[src/rtl/sysclk_pkg.sv]
package sysclk_pkg;
  typedef enum logic [1:0] {
    MODE_PLL = 2'd0,
    MODE_ONE = 2'd1,
    MODE_EXT = 2'd2,
    MODE_ALT = 2'd3
  } clk_mode_e;
endpackage

[src/rtl/sc_ctrl_regs.sv]
module sc_ctrl_regs
  import sysclk_pkg::*;
#(
  parameter int MUL_W   = 3,
  parameter int DIV_W   = 3,
  parameter int RST_MUL = 1,
  parameter int RST_DIV = 0,
  localparam int WR_W   = MUL_W + DIV_W + 3
) (
  input  logic             clk,
  input  logic             rst,
  input  logic             wr_en,
  input  logic [WR_W-1:0]  wr_data,
  input  logic             pll_lock,
  input  logic             stop_pll_off,
  input  clk_mode_e        mode_e,
  output logic [MUL_W-1:0] mul_q,
  output logic [DIV_W-1:0] div_q,
  output logic             clkout_off_q,
  output logic             lc_en_q,
  output logic [MUL_W-1:0] mul_nx,
  output logic             lc_en_nx,
  output logic             lc_rst_nx,
  output logic             off_nx,
  output logic             lock_ok,
  output logic             relock_req
);
  localparam int DIV_LO = MUL_W;
  localparam int DIV_HI = MUL_W + DIV_W - 1;
  localparam int LCE_B  = MUL_W + DIV_W;
  localparam int LCR_B  = LCE_B + 1;
  localparam int OFF_B  = LCE_B + 2;

  logic             lc_rst_q;
  logic             lost_q;
  logic [DIV_W-1:0] div_nx;
  logic             pll_mode;
  logic             mul_chg;
  logic             lost_set;
  logic             lost_nx;

  always_comb begin
    mul_nx    = wr_en ? wr_data[MUL_W-1:0]    : mul_q;
    div_nx    = wr_en ? wr_data[DIV_HI:DIV_LO] : div_q;
    lc_en_nx  = wr_en ? wr_data[LCE_B]         : lc_en_q;
    lc_rst_nx = wr_en ? wr_data[LCR_B]         : lc_rst_q;
    off_nx    = wr_en ? wr_data[OFF_B]         : clkout_off_q;
    pll_mode  = (mode_e != MODE_ONE) && (mode_e != MODE_EXT);
    mul_chg   = wr_en && (wr_data[MUL_W-1:0] != mul_q) && pll_mode;
    lost_set  = mul_chg || stop_pll_off;
    lost_nx   = lost_set || (lost_q && pll_lock);
  end

  always_ff @(posedge clk) begin
    if (rst) begin
      mul_q        <= MUL_W'(RST_MUL);
      div_q        <= DIV_W'(RST_DIV);
      lc_en_q      <= 1'b0;
      lc_rst_q     <= 1'b0;
      clkout_off_q <= 1'b0;
      lost_q       <= 1'b0;
      lock_ok      <= 1'b0;
      relock_req   <= 1'b0;
    end else begin
      mul_q        <= mul_nx;
      div_q        <= div_nx;
      lc_en_q      <= lc_en_nx;
      lc_rst_q     <= lc_rst_nx;
      clkout_off_q <= off_nx;
      lost_q       <= lost_nx;
      lock_ok      <= pll_lock && !lost_nx;
      relock_req   <= lost_set;
    end
  end
endmodule

[src/rtl/sc_post_div.sv]
module sc_post_div #(
  parameter int DIV_W   = 3,
  parameter int RST_DIV = 0,
  localparam int HC_W   = (1 << DIV_W) - 1
) (
  input  logic             clk,
  input  logic             rst,
  input  logic [DIV_W-1:0] div_req,
  input  logic             apply_ok,
  input  logic             off_nx,
  output logic             sys_clk,
  output logic             clkout,
  output logic [DIV_W-1:0] div_active
);
  logic [HC_W-1:0] hc;
  logic [HC_W:0]   span;
  logic [HC_W:0]   span_m1;
  logic [HC_W-1:0] last;
  logic            at_end;
  logic            fall;
  logic            sys_nx;

  always_comb begin
    span    = {{HC_W{1'b0}}, 1'b1} << div_active;
    span_m1 = span - 1'b1;
    last    = span_m1[HC_W-1:0];
    at_end  = (hc == last);
    fall    = at_end && sys_clk;
    sys_nx  = at_end ? !sys_clk : sys_clk;
  end

  always_ff @(posedge clk) begin
    if (rst) begin
      hc         <= '0;
      sys_clk    <= 1'b0;
      clkout     <= 1'b0;
      div_active <= DIV_W'(RST_DIV);
    end else begin
      hc      <= at_end ? '0 : hc + 1'b1;
      sys_clk <= sys_nx;
      clkout  <= sys_nx && !off_nx;
      if (fall && apply_ok) div_active <= div_req;
    end
  end
endmodule

[src/rtl/sc_status.sv]
module sc_status
  import sysclk_pkg::*;
#(
  parameter int MUL_W = 3,
  localparam int MF_MAX = 2 * ((1 << MUL_W) + 1),
  localparam int MF_W   = $clog2(MF_MAX + 1)
) (
  input  logic             clk,
  input  logic             rst,
  input  logic [MUL_W-1:0] mul_nx,
  input  logic             lc_en_nx,
  input  logic             lc_rst_nx,
  input  logic             lc_flag,
  input  logic             ref_slow,
  input  clk_mode_e        mode_e,
  output logic             lc_reset,
  output logic [MF_W-1:0]  mult_factor,
  output logic             mul_invalid
);
  logic            pll_mode;
  logic [MF_W-1:0] mf_nx;

  always_comb begin
    pll_mode = (mode_e != MODE_ONE) && (mode_e != MODE_EXT);
    if (pll_mode) mf_nx = MF_W'({mul_nx, 1'b0}) + MF_W'(4);
    else          mf_nx = MF_W'(1);
  end

  always_ff @(posedge clk) begin
    if (rst) begin
      lc_reset    <= 1'b0;
      mult_factor <= '0;
      mul_invalid <= 1'b0;
    end else begin
      lc_reset    <= lc_en_nx && lc_rst_nx && lc_flag && (mode_e != MODE_EXT);
      mult_factor <= mf_nx;
      mul_invalid <= (mul_nx == '0) && ref_slow && pll_mode;
    end
  end
endmodule

[src/rtl/sysclk_ctrl.sv]
module sysclk_ctrl
  import sysclk_pkg::*;
#(
  parameter int MUL_W   = 3,
  parameter int DIV_W   = 3,
  parameter int RST_MUL = 1,
  parameter int RST_DIV = 0,
  localparam int WR_W   = MUL_W + DIV_W + 3,
  localparam int MF_W   = $clog2(2 * ((1 << MUL_W) + 1) + 1)
) (
  input  logic             clk,
  input  logic             rst,
  input  logic             wr_en,
  input  logic [WR_W-1:0]  wr_data,
  input  logic             pll_lock,
  input  logic             stop_pll_off,
  input  logic             lc_flag,
  input  logic             ref_slow,
  input  logic [1:0]       mode,
  output logic             sys_clk,
  output logic             clkout,
  output logic [DIV_W-1:0] div_active,
  output logic             lock_ok,
  output logic             relock_req,
  output logic             lc_reset,
  output logic [MF_W-1:0]  mult_factor,
  output logic             mul_invalid
);
  clk_mode_e        mode_e;
  logic [MUL_W-1:0] mul_q;
  logic [DIV_W-1:0] div_q;
  logic             clkout_off_q;
  logic             lc_en_q;
  logic [MUL_W-1:0] mul_nx;
  logic             lc_en_nx;
  logic             lc_rst_nx;
  logic             off_nx;
  logic             apply_ok;

  assign mode_e   = clk_mode_e'(mode);
  assign apply_ok = lock_ok || (mode_e == MODE_EXT);

  sc_ctrl_regs #(
    .MUL_W(MUL_W), .DIV_W(DIV_W), .RST_MUL(RST_MUL), .RST_DIV(RST_DIV)
  ) u_regs (
    .clk(clk), .rst(rst), .wr_en(wr_en), .wr_data(wr_data),
    .pll_lock(pll_lock), .stop_pll_off(stop_pll_off), .mode_e(mode_e),
    .mul_q(mul_q), .div_q(div_q), .clkout_off_q(clkout_off_q),
    .lc_en_q(lc_en_q), .mul_nx(mul_nx), .lc_en_nx(lc_en_nx),
    .lc_rst_nx(lc_rst_nx), .off_nx(off_nx),
    .lock_ok(lock_ok), .relock_req(relock_req)
  );

  sc_post_div #(.DIV_W(DIV_W), .RST_DIV(RST_DIV)) u_div (
    .clk(clk), .rst(rst), .div_req(div_q), .apply_ok(apply_ok),
    .off_nx(off_nx), .sys_clk(sys_clk), .clkout(clkout),
    .div_active(div_active)
  );

  sc_status #(.MUL_W(MUL_W)) u_stat (
    .clk(clk), .rst(rst), .mul_nx(mul_nx), .lc_en_nx(lc_en_nx),
    .lc_rst_nx(lc_rst_nx), .lc_flag(lc_flag), .ref_slow(ref_slow),
    .mode_e(mode_e), .lc_reset(lc_reset), .mult_factor(mult_factor),
    .mul_invalid(mul_invalid)
  );
endmodule

[config.mk]
export PLATFORM = sky130hd
export DESIGN_NAME = sysclk_ctrl
export DESIGN_NICKNAME = d
export VERILOG_FILES = /design/src/rtl/sysclk_pkg.sv /design/src/rtl/sc_ctrl_regs.sv /design/src/rtl/sc_post_div.sv /design/src/rtl/sc_status.sv /design/src/rtl/sysclk_ctrl.sv
export SDC_FILE = /design/constraint.sdc
export NUM_CORES = 1
export LEC_CHECK = 0
export ABC_AREA = 0
export BUFFER_PORTS_ARGS = -buffer_cell sky130_fd_sc_hd__buf_2
export CAP_MARGIN = 30
export CORE_UTILIZATION = 35
export CTS_BUF_LIST = sky130_fd_sc_hd__clkbuf_8
export DETAILED_ROUTE_END_ITERATION = 6
export GPL_ROUTABILITY_DRIVEN = 0
export MAX_ROUTING_LAYER = met4
export SYNTH_ARGS = -nofsm -noshare
export SYNTH_HDL_FRONTEND = slang
export SYNTH_SLANG_ARGS = --single-unit
[constraint.sdc]
create_clock -name clk -period 2.87 [get_ports clk]
set_input_delay 0.574 -clock clk [delete_from_list [all_inputs] [get_ports clk]]
set_output_delay 0.574 -clock clk [all_outputs]
set_load 0.005 [all_outputs]
After elaboration in Yosys (flattened, before gate mapping)
Index checks and enable logic that the tools add are counted.
{"block": "word_totals", "latch_bits": 0, "rom_bits": 0, "mem_count": 0, "mem_bits_rw": 0, "inputBits": 18, "ff_bits": 31, "wordCells": 54, "out_inout_bits": 14}
{"block": "classes", "bitwise": 1, "n_reduce_logical": 22, "magnitude_cmp": 0, "eq_ne": 5, "n_addsub": 3, "div_mod_pow": 0, "mul": 0, "muxes": 6, "n_shift": 1}
{"cell": "$logic_and A1 B1 Y1", "count": 13}
{"cell": "$add A7 B1 Y7 const B", "count": 1}
{"cell": "$eq A7 B7 Y1", "count": 1}
{"cell": "$shl A1 B3 Y7 const A", "count": 1}
{"cell": "$sub A7 B1 Y7 const B", "count": 1}
{"cell": "$add A4 B3 Y5 const B", "count": 1}
{"cell": "$mux W1", "count": 5}
{"cell": "$reduce_or A2 Y1", "count": 2}
{"cell": "$logic_not A1 Y1", "count": 3}
{"cell": "$logic_not A3 Y1", "count": 1}
{"cell": "$logic_or A1 B1 Y1", "count": 3}
{"cell": "$mux W3", "count": 1}
{"cell": "$ne A3 B3 Y1", "count": 1}
{"cell": "$eq A2 B2 Y1 const B", "count": 1}
{"cell": "$ne A2 B1 Y1 const B", "count": 1}
{"cell": "$ne A2 B2 Y1 const B", "count": 1}
{"cell": "$not A1 Y1", "count": 1}

Longest topological paths before layout
Gate-level depths: netlist (run 1).
{"block": "logic_depth", "ltp_word": 7, "mapped_depth": 9, "mapped_depth_nobuf": 8}

Hierarchy
Synthesis (run 1) repeated with hierarchy kept, for this count alone.
{"block": "hier_totals", "cells_unflattened": 135, "hier_area_um2": 1325.0}
{"mod": "sc_post_div", "cells_per_inst": 70, "instances": 1, "area_per_inst_um2": 599.3}
{"mod": "sc_ctrl_regs", "cells_per_inst": 43, "instances": 1, "area_per_inst_um2": 484.2}
{"mod": "sc_status", "cells_per_inst": 20, "instances": 1, "area_per_inst_um2": 230.2}
{"mod": "sysclk_ctrl", "cells_per_inst": 2, "instances": 1, "area_per_inst_um2": 11.3}

Worst setup path after synthesis (run 1)
No wires, ideal clock.
{"block": "synth_timing", "kind": "reg2reg", "start": "register u_div.div_active[1]", "end": "register u_div.div_active[0]", "path_stages_with_launch": 9, "path_slack_ps": 708, "t_arrival_ps": 2035, "cell_sequence": "dfxtp_1 or2_4 or4_4 a32oi_4 and3_1 ha_1 o21ai_0 mux2i_1 nor2_1"}
{"block": "synth_between", "elab_chain_len": 5}
{"element": "start: declaration", "line": "sc_post_div.sv:13", "rtl": "output logic [DIV_W-1:0] div_active"}
{"element": "start signal: assignment", "line": "sc_post_div.sv:37", "rtl": "div_active <= DIV_W'(RST_DIV);"}
{"element": "start signal: assignment", "line": "sc_post_div.sv:42", "rtl": "if (fall && apply_ok) div_active <= div_req;"}
{"element": "$shl A1 B3 Y7", "line": "sc_post_div.sv:24", "rtl": "span = {{HC_W{1'b0}}, 1'b1} << div_active;"}
{"element": "$sub A7 B1 Y7", "line": "sc_post_div.sv:25", "rtl": "span_m1 = span - 1'b1;"}
{"element": "$eq A7 B7 Y1", "line": "sc_post_div.sv:27", "rtl": "at_end = (hc == last);"}
{"element": "$logic_and A1 B1 Y1", "line": "sc_post_div.sv:28", "rtl": "fall = at_end && sys_clk;"}
{"element": "$logic_and A1 B1 Y1", "line": "sc_post_div.sv:42"}
Every way passes these cells.
A chain may end at the register's enable or synchronous reset.

Worst setup path after layout (run 1)
{"block": "layout_timing", "start": "register u_div.div_active[0]", "end": "register u_div.div_active[2]"}
The elaborated chain is that of the path after synthesis.

==> results of run 1 <==
-- cells in the mapped netlist, types with 2 or more instances --
master    count
dfxtp_1      31
nor2_1       18
mux2i_1      11
a311oi_1      7
xnor2_1       6
inv_1         5
nand2_1       5
nand3_1       5
ha_1          4
nand2b_1      4
nor2b_1       4
a21oi_1       3
and2_1        3
clkbuf_1      3
and3_1        2
nor3_1        2
o21ai_0       2
xor2_1        2
-- registers in the layout, summed over array words and instances, names as in the netlist, 3 cells and up --
signal              count
u_regs.div_q            3
u_div.div_active        3
u_stat.mult_factor      5
u_div.hc                7
u_regs.mul_q            3
-- logic make-up after synthesis --
group           after synthesis  synth area share
compound gates               18             0.120
xor+xnor                      8            0.0532
fa+ha+maj                     4            0.0380
buf+inv                      10            0.0370
flops                        31             0.471
mux                          12            0.0921
simple gates                 48             0.189
-- power groups by stage --
stage               Combinational [mW]  Sequential, mW  Clock, mW
global route                     0.164           0.485      0.369
floorplan                       0.0982           0.489          0
global placement                 0.144           0.491          0
detailed placement               0.149           0.491          0
CTS                              0.150           0.482      0.351
finish                           0.149           0.481      0.343
-- per-layer routing --
layer / up-vias / track usage / wire length, um
met3: 9 / 0.0453 / 158
met5: - / - / 0
met2: 42 / 0.246 / 1300
met1: 492 / 0.175 / 1260
met4: 0 / 0.0909 / 73
li1: 525 / - / -
-- placed cells by master, fill, tap and decap left out, types with 3 or more instances in the layout --
master,count
xnor2_1,6
inv_1,5
clkbuf_8,6
dfxtp_1,31
buf_2,31
nand2b_1,4
nand2_1,5
mux2i_1,11
ha_1,4
nor2b_1,4
nor2_1,18
a21oi_1,3
and2_1,3
a311oi_1,7
nand3_1,5
-- layout make-up --
type / count / area [um2] / share of cell area
Inverter: 5 / 18.8 / 0.0118
Sequential cell: 31 / 621 / 0.389
Multi-Input combinational cell: 90 / 648 / 0.406
Clock inverter: 1 / 5.00 / 0.00314
Timing Repair Buffer: 32 / 163 / 0.102
Clock buffer: 6 / 82.6 / 0.0518
Tap cell: 46 / 57.6 / 0.0361
-- final timing paths --
check	start	slack (ns)	endpoint
worst max register to register	u_div.div_active[0]	0.48	u_div.div_active[2]
worst min register to register	u_regs.lost_q	0.46	u_regs.lost_q
worst max-delay path	u_div.div_active[0]	0.48	u_div.div_active[2]
worst min-delay path	u_regs.lost_q	0.46	u_regs.lost_q
-- metrics by stage --
step	total power, mW	std cells	area (um2)
after floorplan	0.587	131	1320
after global placement	0.635	204	1510
after detailed placement	0.640	204	1510
after CTS	0.982	211	1600
after global routing	1.02	211	1600
final	0.973	211	1600
-- worst register-to-register path, stage by stage, from the launching register on --
cell     delay (ns)
dfxtp_1        0.37
or2_4          0.29
or4_4          0.43
a32oi_4        0.37
and3_1         0.21
ha_1           0.13
o21ai_0        0.21
mux2i_1        0.22
nor2_1         0.05
==> results by group, run 1 <==
Run status
  – Outcome: completed

Power
  – Peak VDD IR: 0.320 mV
  – Power per Cell Area: 610 mW/mm2
  – Switching power: 0.246 mW
  – Clk pwr share: 0.352
  – Combinational fraction of design power: 0.153
  – Pint: 0.727 mW
  – Flop pwr share: 0.495
  – Leakage: 0.697 nW
  – Sw Share: 0.253

Placement
  – # port buffers: 31
  – Pre-CTS setup slack: 0.500 ns
  – Dpl hpwl: 2.00 mm

Global routing
  – Antenna violations before repair: 0
  – Largest net degree at the start of global routing: 27
  – All-Layer GR Usage: 0.156
  – Remaining global-route overflow: 0
  – Number of global-route vias before repair: 1073
  – First-pass GRT wire length: 4.69 mm

Synth
  – Register area share after synthesis: 0.471
  – Average size of a mapped cell: 10.1 um2
  – Synthesized flop and latch total: 31
  – Post-Synthesis Cell Area: 0.00132 mm2
  – Leading area contributor after synthesis: dfxtp_1
  – Synth cell types: 32
  – Post-synth ARST share: 0
  – EDFF count, synth: 0
  – Mapped Cells: 131
  – Prevailing post-synth register cell: dfxtp_1
  – Synth area leaders: dfxtp_1 (47%), mux2i_1 (8.4%), nor2_1 (5.1%)
  – Yosys warning total: 0
  – Yosys top cell area share: 0.471
  – Mapped Nets: 153

Routing
  – Initial DRC count: 87
  – Drt wl/cell: 13.2 um
  – Pre-Repair DR Iteration Count: 4
  – DRC viols: 0
  – Post-DR vias/cell: 5.06
  – Detail Route Antenna Nets: 0
  – Via count: 1068
  – Routed WL: 2.79 mm

Critical path
  – Largest stage delay, worst path: 0.43 ns
  – WP data required: 3.02 ns
  – FF-to-FF path depth: 8
  – Cell Chain, Critical Path: or2_4 -> or4_4 -> a32oi_4 -> and3_1 -> ha_1 -> o21ai_0 -> mux2i_1 -> nor2_1
  – Cell depth of the worst setup path: 8
  – Critical path class: reg2reg
  – Worst EP arrival: 2.54 ns
  – CP Launch Type: flip-flop
  – Crit-path max FO: 8
  – Delay-heaviest family, CP: simple AND/OR/NAND/NOR gates
  – Slowest stage cell, crit path: or4_4
  – Crit path buf inv count: 0
  – Setup crit end kind: flip-flop

Timing
  – Max Clock Freq: 419 MHz
  – Worst Skew: 0.00298 ns
  – Slew Viols, Final: 0
  – Hold Slack: 0.462 ns
  – Final period util: 0.832
  – Final Hold Vio Count: 0
  – Relative slew slack: 0.612
  – Worst slew pin tran: 0.575 ns
  – Final Setup Violations: 0
  – Unrepaired setup endpoints after global routing: false
  – Final min period: 2.39 ns
  – Final worst slack: 0.484 ns
  – TNS Setup: 0 ns

Clock network
  – Post-CTS sizing: 0
  – TritonCTS Buffers: 5
  – Worst skew pair latency: 0.28 ns
  – Post-CTS Setup Bufs: 0
  – Clock Path Buffers: 2
  – Clock slew at reported path FFs: 0.06 ns
  – CTS Sinks: 31
  – Hold-fix buffers at CTS: 0
  – H-tree Lvls: 2
  – CTS root buffer: clkbuf_8
  – CTS tree: yes

Final layout
  – ANT cells: 0
  – Area Growth Syn to Fin: 21.1%
  – Share of layout cells above drive strength 1: 0.273
  – # fillers: 335
  – Fin util: 0.460
  – Fin nets: 187

Floorplan
  – Die Span X: 63.4 um
  – Die Ht: 63.4 um
  – Initial core utilization: 0.380
  – Die area: 0.00401 mm2
  – I/O pin cnt: 32
  – Rows: 21
  – CORE AREA: 0.00347 mm2

Hold path
  – Hold Path Stages: 2
  – Hold Crit Class: reg2reg

Run
  – Max_cap viols: 0
(Power assumes the default switching activity.)
==> run 2: changes to the inputs <==
clock period = 2.45 ns   (was 2.87 ns; I/O delays follow)
==> results by group, run 2 (synthesized netlist as in run 1, its figures left out) <==
Clock network
  – CTS Sinks: 31 (unchanged)
  – TritonCTS Buffers: 5 (unchanged)
  – H-tree Lvls: 2 (unchanged)
  – Clock slew at reported path FFs: 0.06 ns (about the same)
  – Hold-fix buffers at CTS: 0 (unchanged)
  – CTS root buffer: clkbuf_8
  – Worst skew pair latency: 0.28 ns (about the same)
  – CTS tree: yes
  – Clock Path Buffers: 2 (unchanged)

Global routing
  – Largest net degree at the start of global routing: 27 (unchanged)
  – All-Layer GR Usage: 0.162 (+0.00574)
  – Remaining global-route overflow: 0 (unchanged)
  – Antenna violations before repair: 0 (unchanged)
  – First-pass GRT wire length: 4.84 mm (+3.2%)
  – Number of global-route vias before repair: 1121 (+4.5%)

Final layout
  – Area Growth Syn to Fin: 24.9%
  – Max reg flops: 7 (unchanged)
  – Fin nets: 187 (unchanged)
  – Biggest registers after layout: u_div.hc x7, u_stat.mult_factor x5
  – Reg with most FFs: u_div.hc
  – Share of layout cells above drive strength 1: 0.277 (+0.00438)
  – Fin cells: 212 (+0.47%)
  – ANT cells: 0 (unchanged)
  – Most frequent cells in the layout: buf_2 (31), dfxtp_1 (31), nor2_1 (18)
  – Design area: 0.00165 mm2 (+3.1%)
  – Fin util: 0.474 (+0.0144)
  – # fillers: 342 (+2.1%)

Run
  – Max_cap viols: 0 (unchanged)

Power
  – Leakage: 0.720 nW (+3.4%)
  – Peak VDD IR: 0.350 mV (+9.5%)
  – Power per Cell Area: 812 mW/mm2 (+33%)
  – Final Total Pwr: 1.34 mW (+37%)

Timing
  – Final period util: 0.923 (+0.0912)
  – Final worst slack: 0.189 ns (-0.294 ns)
  – Relative slew slack: 0.629 (+0.0167)
  – Unrepaired setup endpoints after global routing: false
  – TNS Setup: 0 ns (unchanged)
  – Final min period: 2.26 ns (-0.126 ns)
  – Worst Skew: 0.00509 ns (+0.00211 ns)
  – Slew Viols, Final: 0 (unchanged)
  – Max Clock Freq: 442 MHz (+5.6%)
  – Final Hold Vio Count: 0 (unchanged)
  – Final Setup Violations: 0 (unchanged)
  – Worst slew pin tran: 0.551 ns (-0.0248 ns)
  – Hold Slack: 0.443 ns (-0.0195 ns)

Placement
  – Cell Area, Placed: 0.00151 mm2 (unchanged)
  – # port buffers: 31 (unchanged)
  – Pre-CTS setup slack: 0.0286 ns (-0.472 ns)
  – Dpl hpwl: 2.01 mm (+0.78%)
  – Placed Cells: 204 (unchanged)

Critical path
  – Slowest stage cell, crit path: or4_4
  – WP data required: 2.61 ns (-0.41 ns)
  – Cell Chain, Critical Path: or2_4 -> or4_4 -> a32oi_4 -> and3_1 -> ha_1 -> o21ai_0 -> mux2i_1 -> nor2_1
  – Reg2reg setup slack: 0.19 ns (-0.29 ns)
  – Setup crit end kind: flip-flop
  – Worst EP arrival: 2.42 ns (-0.12 ns)
  – CP Launch Type: flip-flop
  – Largest stage delay, worst path: 0.43 ns (about the same)
  – Crit-path max FO: 8 (unchanged)
  – Critical path class: reg2reg

Floorplan
  – Die Ht: 63.4 um (unchanged)
  – I/O pin cnt: 32 (unchanged)
  – CORE AREA: 0.00347 mm2 (unchanged)
  – Rows: 21 (unchanged)
  – Die Span X: 63.4 um (unchanged)
  – Initial core utilization: 0.380 (unchanged)
  – Die area: 0.00401 mm2 (unchanged)

Run status
  – Outcome: completed

Hold path
  – Hold Crit Class: in2reg

Routing
  – Pre-Repair DR Iteration Count: 4 (unchanged)
  – Post-DR vias/cell: 5.06 (about the same)
  – Via count: 1073 (+0.47%)
  – Initial DRC count: 37 (-57%)
  – Drt wl/cell: 13.3 um (+0.67%)
  – Detail Route Antenna Nets: 0 (unchanged)
  – DRC viols: 0 (unchanged)
  – Routed WL: 2.82 mm (+1.1%)
-- run 2: cell count changes in the layout (fill, tap and decap cells not counted), sizes merged --
cell | before | now
bufinv | 0 | 2
clkbuf | 6 | 5
clkinv | 1 | 0
inv | 5 | 6
-- run 2: final timing paths --
path / startpoint / endpoint / cells past startpoint
setup / recovery: u_div.div_active[1] / u_div.div_active[1] / 8
hold reg to reg: u_regs.lost_q / u_regs.lost_q / 2
hold / removal: wr_data[3] / u_regs.div_q[0] / 3
setup reg to reg: u_div.div_active[1] / u_div.div_active[1] / 8
-- run 2: layer usage --
metal | global-route usage | share of wire | wire, um | up-vias
met4 | 0.0795 | 0.020 | 56 | 0
met3 | 0.0525 | 0.046 | 131 | 7
met5 | - | 0 | 0 | -
li1 | - | - | - | 523
met1 | 0.174 | 0.44 | 1250 | 516
met2 | 0.267 | 0.49 | 1390 | 27
-- run 2: power breakdown --
part / internal, mW / total [mW] / switching [mW]
registers: 0.541 / 0.565 / 0.0240
clock network: 0.402 / 0.589 / 0.187
logic: 0.0958 / 0.181 / 0.0856
total: 1.04 / 1.34 / 0.296
-- run 2: worst max-delay path, delay by kind of cell, from the launching register on --
family          cells  cell delay (ns)
compound gates      2             0.44
fa+ha+maj           1             0.14
flops               1             0.39
mux                 1             0.21
simple gates        4             0.96
-- run 2: cell type report --
class,instances,area (um2),share of cell area
multi-input cells,90,653,0.397
clock buffers,5,68.8,0.0418
inverters,5,18.8,0.0114
flip-flops and latches,31,621,0.377
well taps,46,57.6,0.0350
clock inverters,3,63.8,0.0388
repair buffers,32,163,0.0989
-- run 2: what timing repair did --
action / in CTS / in global routing
buffers inserted: 0 / 0
gates resized for setup: 1 / 0
endpoints found under the setup margin: 3 / 0
